[src/rtl/i2c_tgt_pkg.sv]
package i2c_tgt_pkg;

  typedef enum logic [3:0] {
    ST_IDLE,
    ST_ADDR,
    ST_ADDR_ACK,
    ST_REG,
    ST_REG_ACK,
    ST_WDATA,
    ST_WDATA_ACK,
    ST_RDATA,
    ST_RDATA_ACK,
    ST_IGNORE
  } tgt_state_e;

  // Power-up contents of register idx.
  function automatic logic [7:0] reg_reset_value(input int unsigned idx);
    return 8'(8'hA0 + idx);
  endfunction

  // Upper seven bits of the first byte after START name the device.
  function automatic logic addr_byte_match(input logic [7:0] b, input logic [6:0] dev);
    return b[7:1] == dev;
  endfunction

  // A register index is implemented when it lies below the bank size.
  function automatic logic reg_addr_valid(input logic [7:0] a, input int unsigned n);
    return {24'd0, a} < n;
  endfunction

endpackage

[src/rtl/i2c_line_filter.sv]
module i2c_line_filter #(
  parameter int unsigned FILT_LEN = 3
) (
  input  logic clk,
  input  logic rst_n,
  input  logic raw_i,
  output logic filt_o
);
  localparam int CNT_W = $clog2(FILT_LEN + 1);

  logic [1:0]       sync_q;
  logic [CNT_W-1:0] run_q;

  always_ff @(posedge clk or negedge rst_n) begin
    if (!rst_n) begin
      sync_q <= 2'b11;
      run_q  <= '0;
      filt_o <= 1'b1;
    end else begin
      sync_q <= {sync_q[0], raw_i};
      if (sync_q[1] == filt_o) begin
        run_q <= '0;
      end else if (run_q == CNT_W'(FILT_LEN - 1)) begin
        filt_o <= sync_q[1];
        run_q  <= '0;
      end else begin
        run_q <= run_q + 1'b1;
      end
    end
  end

  // The filtered line moves only after the synchronized line held its new level.
  AST_FILT_SETTLED: assert property (@(posedge clk) disable iff (!rst_n)
    !$stable(filt_o) |-> ($past(sync_q[1]) == filt_o) && ($past(sync_q[1], 2) == filt_o));

endmodule

[src/rtl/i2c_bus_events.sv]
module i2c_bus_events (
  input  logic clk,
  input  logic rst_n,
  input  logic scl_f,
  input  logic sda_f,
  output logic start_ev,
  output logic stop_ev,
  output logic scl_rise,
  output logic scl_fall
);
  logic scl_q, sda_q;

  always_ff @(posedge clk or negedge rst_n) begin
    if (!rst_n) begin
      scl_q <= 1'b1;
      sda_q <= 1'b1;
    end else begin
      scl_q <= scl_f;
      sda_q <= sda_f;
    end
  end

  assign start_ev = scl_q & scl_f & sda_q & ~sda_f;
  assign stop_ev  = scl_q & scl_f & ~sda_q & sda_f;
  assign scl_rise = ~scl_q & scl_f;
  assign scl_fall = scl_q & ~scl_f;

endmodule

[src/rtl/i2c_regfile.sv]
module i2c_regfile #(
  parameter int unsigned NUM_REGS = 8,
  parameter int unsigned DW       = 8,
  parameter int unsigned AW       = 8
) (
  input  logic          clk,
  input  logic          rst_n,
  input  logic          we,
  input  logic [AW-1:0] waddr,
  input  logic [DW-1:0] wdata,
  input  logic [AW-1:0] raddr,
  output logic [DW-1:0] rdata
);
  import i2c_tgt_pkg::*;

  logic [NUM_REGS-1:0][DW-1:0] regs_q;

  for (genvar g = 0; g < NUM_REGS; g++) begin : g_reg
    always_ff @(posedge clk or negedge rst_n) begin
      if (!rst_n) regs_q[g] <= DW'(reg_reset_value(g));
      else if (we && waddr == AW'(g)) regs_q[g] <= wdata;
    end
  end

  always_comb begin
    rdata = '0;
    for (int i = 0; i < NUM_REGS; i++) begin
      if (raddr == AW'(i)) rdata = regs_q[i];
    end
  end

  AST_WR_IN_MAP: assert property (@(posedge clk) disable iff (!rst_n)
    we |-> ({{(32 - AW){1'b0}}, waddr} < NUM_REGS));

endmodule

[src/rtl/i2c_reg_target.sv]
module i2c_reg_target #(
  parameter logic [6:0]  DEV_ADDR = 7'h2A,
  parameter int unsigned NUM_REGS = 8,
  parameter int unsigned FILT_LEN = 3
) (
  input  logic       clk,
  input  logic       rst_n,
  input  logic       scl_i,
  input  logic       sda_i,
  output logic       sda_oe,
  output logic       wr_stb,
  output logic [7:0] wr_addr,
  output logic [7:0] wr_data
);
  import i2c_tgt_pkg::*;

  localparam int BYTE_W = 8;
  localparam int BIT_W  = $clog2(BYTE_W);

  // Line conditioning: index 1 is SCL, index 0 is SDA.
  logic [1:0] raw_lines, filt_lines;
  assign raw_lines = {scl_i, sda_i};

  for (genvar l = 0; l < 2; l++) begin : g_line
    i2c_line_filter #(.FILT_LEN(FILT_LEN)) u_filt (
      .clk   (clk),
      .rst_n (rst_n),
      .raw_i (raw_lines[l]),
      .filt_o(filt_lines[l])
    );
  end

  logic scl_f, sda_f;
  assign scl_f = filt_lines[1];
  assign sda_f = filt_lines[0];

  logic start_ev, stop_ev, scl_rise, scl_fall;

  i2c_bus_events u_events (
    .clk     (clk),
    .rst_n   (rst_n),
    .scl_f   (scl_f),
    .sda_f   (sda_f),
    .start_ev(start_ev),
    .stop_ev (stop_ev),
    .scl_rise(scl_rise),
    .scl_fall(scl_fall)
  );

  tgt_state_e        state_q;
  logic              phase_q;
  logic [BIT_W-1:0]  bitcnt_q;
  logic [BYTE_W-1:0] shreg_q;
  logic              rw_q;
  logic              rd_more_q;
  logic [7:0]        ptr_q;
  logic [7:0]        wdata_q;
  logic [7:0]        rd_data;

  logic [BYTE_W-1:0] rx_byte;
  logic              last_bit;
  assign rx_byte  = {shreg_q[BYTE_W-2:0], sda_f};
  assign last_bit = (bitcnt_q == BIT_W'(BYTE_W - 1));

  i2c_regfile #(.NUM_REGS(NUM_REGS), .DW(8), .AW(8)) u_regs (
    .clk  (clk),
    .rst_n(rst_n),
    .we   (wr_stb),
    .waddr(ptr_q),
    .wdata(wdata_q),
    .raddr(ptr_q),
    .rdata(rd_data)
  );

  assign wr_addr = ptr_q;
  assign wr_data = wdata_q;

  always_ff @(posedge clk or negedge rst_n) begin
    if (!rst_n) begin
      state_q   <= ST_IDLE;
      phase_q   <= 1'b0;
      bitcnt_q  <= '0;
      shreg_q   <= '0;
      rw_q      <= 1'b0;
      rd_more_q <= 1'b0;
      ptr_q     <= '0;
      wdata_q   <= '0;
      sda_oe    <= 1'b0;
      wr_stb    <= 1'b0;
    end else begin
      wr_stb <= 1'b0;
      if (stop_ev) begin
        state_q <= ST_IDLE;
        sda_oe  <= 1'b0;
      end else if (start_ev) begin
        state_q  <= ST_ADDR;
        bitcnt_q <= '0;
        sda_oe   <= 1'b0;
      end else begin
        unique case (state_q)
          ST_ADDR: if (scl_rise) begin
            shreg_q  <= rx_byte;
            bitcnt_q <= bitcnt_q + 1'b1;
            if (last_bit) begin
              if (addr_byte_match(rx_byte, DEV_ADDR)) begin
                rw_q    <= sda_f;
                phase_q <= 1'b0;
                state_q <= ST_ADDR_ACK;
              end else begin
                state_q <= ST_IGNORE;
              end
            end
          end
          ST_ADDR_ACK: if (scl_fall) begin
            if (!phase_q) begin
              sda_oe  <= 1'b1;
              phase_q <= 1'b1;
            end else begin
              phase_q  <= 1'b0;
              bitcnt_q <= '0;
              if (rw_q) begin
                state_q <= ST_RDATA;
                shreg_q <= {rd_data[6:0], 1'b0};
                sda_oe  <= ~rd_data[7];
              end else begin
                state_q <= ST_REG;
                sda_oe  <= 1'b0;
              end
            end
          end
          ST_REG: if (scl_rise) begin
            shreg_q  <= rx_byte;
            bitcnt_q <= bitcnt_q + 1'b1;
            if (last_bit) begin
              if (reg_addr_valid(rx_byte, NUM_REGS)) begin
                ptr_q   <= rx_byte;
                phase_q <= 1'b0;
                state_q <= ST_REG_ACK;
              end else begin
                state_q <= ST_IGNORE;
              end
            end
          end
          ST_REG_ACK: if (scl_fall) begin
            if (!phase_q) begin
              sda_oe  <= 1'b1;
              phase_q <= 1'b1;
            end else begin
              sda_oe   <= 1'b0;
              phase_q  <= 1'b0;
              bitcnt_q <= '0;
              state_q  <= ST_WDATA;
            end
          end
          ST_WDATA: if (scl_rise) begin
            shreg_q  <= rx_byte;
            bitcnt_q <= bitcnt_q + 1'b1;
            if (last_bit) begin
              wdata_q <= rx_byte;
              phase_q <= 1'b0;
              state_q <= ST_WDATA_ACK;
            end
          end
          ST_WDATA_ACK: if (scl_fall) begin
            if (!phase_q) begin
              sda_oe  <= 1'b1;
              phase_q <= 1'b1;
            end else begin
              sda_oe  <= 1'b0;
              phase_q <= 1'b0;
              wr_stb  <= 1'b1;
              state_q <= ST_IGNORE;
            end
          end
          ST_RDATA: begin
            if (scl_rise) begin
              bitcnt_q <= bitcnt_q + 1'b1;
              if (last_bit) begin
                phase_q <= 1'b0;
                state_q <= ST_RDATA_ACK;
              end
            end else if (scl_fall) begin
              sda_oe  <= ~shreg_q[BYTE_W-1];
              shreg_q <= {shreg_q[BYTE_W-2:0], 1'b0};
            end
          end
          ST_RDATA_ACK: begin
            if (scl_fall && !phase_q) begin
              sda_oe  <= 1'b0;
              phase_q <= 1'b1;
            end else if (scl_rise && phase_q) begin
              rd_more_q <= ~sda_f;
            end else if (scl_fall && phase_q) begin
              phase_q <= 1'b0;
              if (rd_more_q) begin
                bitcnt_q <= '0;
                shreg_q  <= {rd_data[6:0], 1'b0};
                sda_oe   <= ~rd_data[7];
                state_q  <= ST_RDATA;
              end else begin
                state_q <= ST_IGNORE;
              end
            end
          end
          default: ;
        endcase
      end
    end
  end

  AST_QUIET_WHEN_OFF: assert property (@(posedge clk) disable iff (!rst_n)
    (state_q == ST_IDLE || state_q == ST_IGNORE) |-> !sda_oe);
  AST_DRIVE_SCL_LOW: assert property (@(posedge clk) disable iff (!rst_n)
    !$stable(sda_oe) |-> !$past(scl_f));
  AST_STB_PULSE: assert property (@(posedge clk) disable iff (!rst_n)
    wr_stb |=> !wr_stb);
  AST_STB_AFTER_ACK: assert property (@(posedge clk) disable iff (!rst_n)
    wr_stb |-> ($past(state_q) == ST_WDATA_ACK) && !sda_oe);
  AST_RD_RELEASE: assert property (@(posedge clk) disable iff (!rst_n)
    (state_q == ST_RDATA_ACK && phase_q) |-> !sda_oe);

endmodule

[config.mk]
export PLATFORM = sky130hd
export DESIGN_NAME = i2c_reg_target
export DESIGN_NICKNAME = d
export VERILOG_FILES = /design/src/rtl/i2c_tgt_pkg.sv /design/src/rtl/i2c_line_filter.sv /design/src/rtl/i2c_bus_events.sv /design/src/rtl/i2c_regfile.sv /design/src/rtl/i2c_reg_target.sv
export SDC_FILE = /design/constraint.sdc
export NUM_CORES = 1
export LEC_CHECK = 0
export BUFFER_PORTS_ARGS = -buffer_cell sky130_fd_sc_hd__buf_2
export CORE_MARGIN = 5
export CORE_UTILIZATION = 59
export CTS_CLUSTER_DIAMETER = 100
export DETAILED_ROUTE_END_ITERATION = 16
export PLACE_DENSITY = 0.77
export RECOVER_POWER = 50
export SLEW_MARGIN = 20
export SYNTH_ARGS = -nofsm -noshare
export SYNTH_HDL_FRONTEND = slang
export SYNTH_SLANG_ARGS = --single-unit
[constraint.sdc]
create_clock -name clk -period 3.09 [get_ports clk]
set_clock_uncertainty 0.15 [all_clocks]
set_input_delay 0.1545 -clock clk [delete_from_list [all_inputs] [get_ports clk]]
set_output_delay 0.1545 -clock clk [all_outputs]
set_load 0.1 [all_outputs]
==> impl_metrics.ini <==
[setup_path]
critPathArrivalTime_ns = 2.78
required_ns = 3.21
worstPathMaxFanout = 8
slowest_delay_ns = 0.63
crit_path_end_kind = flop
critPathLaunchType = flop
r2r_slack_ns = 0.43
critical_path.cell_chain = or4_4 -> or2_1 -> nor4b_4 -> mux2_2
crit_path_top_delay_cell = nor4b_4
crit_type = reg2reg

[placement]
dp_cells = 577
portBuffers = 21
place_congestion = 0.907
dp_hpwl_um = 7790

[clock_tree]
postCtsSetupRepairBufs = 0
numCtsBuffers = 9
clock-sinks = 112
clk-insertion-delay-late_ns = 0.39
h-tree-depth = 3
cts_buffer_depth = 2
cts_root_buffer = clkbuf_8
cts_tree = yes
clkTransAtPathRegs_ns = 0.12

[synth]
syn-instance-count = 464
ys_seq_area_share_pct = 52.0
post-synth-top-area-cell = dfrtp_1
synth_flop_cell = dfrtp_1
yosys_warnings = 0
synth_nets = 470
yosysMostFrequentCell = mux2_2
synth_area_um2 = 5480
synth_edf_count = 0
async_reset_ff_share_pct = 100
synthDistinctLibCells = 59
synth.cells.most_frequent = mux2_2, dfrtp_1, dfstp_2
synth-seq-cells = 112
syn_avg_cell_area_um2 = 11.8
ys_top_cells_by_area = dfrtp_1, mux2_2, dfstp_2
synth_top_area_share_pct = 34.7

[cells_and_area]
final_core_util_pct = 64.6
diodes = 0
layout-drive-gt1-share_pct = 35.9
layout.cells.non_filler = 596
nets = 486
n_fill_cell = 699
syn2layout_area_growth_pct = 7.92

[timing]
finalCritPeriodShare_pct = 86.2
period_needed_ns = 2.66
relSlewSlack_pct = -1.70
fmax_mhz = 375
final_hold_viol_count = 0
final_max_slew_viol_count = 61
worst_pin_slew_ns = 1.53
rsz0062_at_grt = no
fin_setup_tns_ns = 0
setup_violations = 0

[floorplan]
die-area_um2 = 11300
ios = 22
chipWidth_um = 106
start_util_pct = 59.9
rows = 35
core-area_um2 = 9150
dieHeight_um = 106

[grt]
grt_pass1_vias = 3772
grt_pass1_wl_um = 19300
grt_max_degree = 62
overflow = 0
antenna_found_initial = 0
grt_usage_pct = 21.6

[run]
drv_cap = 1

[detailed_routing]
drt_iter0_markers = 189
wirelength_um = 11300
dr.pass1.iters = 5
final_antenna_net_count = 0
drcViolationCount = 0
vias_per_cell = 6.22
avgRoutedWirePerCell_um = 18.9
vias = 3707

[power_and_ir_drop]
p_per_area_nw_per_um2 = 609
ir_drop_v = 0.000350
leakage_nw = 2.53

[run_status]
violations = capacitance limit, slew limit
status = finished, violations left

[worst_hold_path]
hold_class = reg2reg
## sequential cells by signal (all words and copies together) (netlist names)
name / cells
u_regs.regs_q: 64
shreg_q: 8
wr_addr: 8
wr_data: 8
g_line.u_filt.run_q: 4
g_line.u_filt.sync_q: 4
state_q: 4
bitcnt_q: 3
g_line.u_filt.filt_o: 2
phase_q: 1
rd_more_q: 1
rw_q: 1
sda_oe: 1
u_events.scl_q: 1
u_events.sda_q: 1
wr_stb: 1
## cell type report
type / count / area, um^2 / share of cell area, %
Clock buffer: 9 / 124 / 2.09
Inverter: 8 / 30.0 / 0.508
Clock inverter: 7 / 76.3 / 1.29
Multi-Input combinational cell: 317 / 2490 / 42.1
Tap cell: 111 / 139 / 2.35
Sequential cell: 112 / 2850 / 48.1
Timing Repair Buffer: 32 / 208 / 3.51
## power breakdown
group	internal [mW]	leakage (nW)	switching (mW)	total, mW
clock network	0.318	0.0939	0.544	0.862
logic	0.356	1.04	0.536	0.892
registers	1.64	1.40	0.211	1.85
## path summary, 6_finish.rpt
path                                                  from                          to  cells past startpoint
worst max register to register                  wr_addr[5]           u_regs.regs_q[22]                      4
worst max-delay path                            wr_addr[5]           u_regs.regs_q[22]                      4
min in group asynchronous                            rst_n                     phase_q                      2
worst min-delay path            g_line[0].u_filt.sync_q[0]  g_line[0].u_filt.sync_q[1]                      0
max in group asynchronous                            rst_n           u_regs.regs_q[55]                      3
worst min register to register  g_line[0].u_filt.sync_q[0]  g_line[0].u_filt.sync_q[1]                      0
## routing by layer
layer  vias up  share of wire [%]  wire length, um  track usage [%]
li1       1741                  -                -                -
met1      1882                 45             5060             29.5
met2        73                 51             5730             35.8
met3        11                3.1              348             3.70
met4         0                1.1              121             5.74
met5         -                  0                0                0
## worst max-delay path: cells and delay by family, from the launching register on
family        cells  cell delay [ns]
simple gates      3             1.58
flops             1             0.41
mux               1             0.40
## logic make-up (layout without fill, tap and decap cells)
kind of cell             Yosys count  after routing  synth area share [%]
adder cells (fa/ha/maj)            2              2                 0.457
AND/OR/NAND/NOR                  115            115                  12.4
AO/OA/AOI/OAI                     98             98                  11.9
flip-flops                       112            112                  52.0
XOR/XNOR                           4              4                 0.639
buffers and inverters             35             56                  2.60
multiplexers                      98             98                  20.1
## what timing repair did
| action | in CTS | in global routing |
|---|---|---|
| hold buffers | 3 | 0 |
| gates resized for setup | 0 | 0 |
| hold endpoints to repair | 47 | 0 |
## metrics by stage
step	hold slack (ns)	power (mW)	setup WS [ns]	instance area, um^2
3_3_place_gp	0.110	2.73	0.510	5690
2_1_floorplan	-0.291	2.52	0.216	5480
4_1_cts	0.220	3.63	0.416	5920
5_1_grt	0.224	3.84	0.330	5910
6_report	0.218	3.60	0.427	5910
3_5_place_dp	0.121	2.77	0.438	5690
## layout by cell type (no fill, tap or decap), types with 3 or more instances in the layout
cell,synthesis,layout
o211ai_1,3,3
nand2b_1,8,8
nor2_1,19,19
a211oi_1,7,7
buf_4,0,7
nand4b_1,4,4
o32ai_1,7,7
inv_1,7,7
nor3_1,8,8
mux2i_1,11,11
clkbuf_8,0,9
dfstp_2,36,34
o21ai_0,23,23
a21oi_1,20,20
o21a_1,7,7
dlygate4sd3_1,0,3
nand3_1,8,8
xnor2_1,3,3
nand2_1,24,24
dfrtp_1,76,76
buf_2,3,20
or3_1,3,3
o2111ai_1,7,7
nor2b_1,18,18
a31oi_1,10,10
mux2_2,85,85
Power figures use the tool's default switching activity.
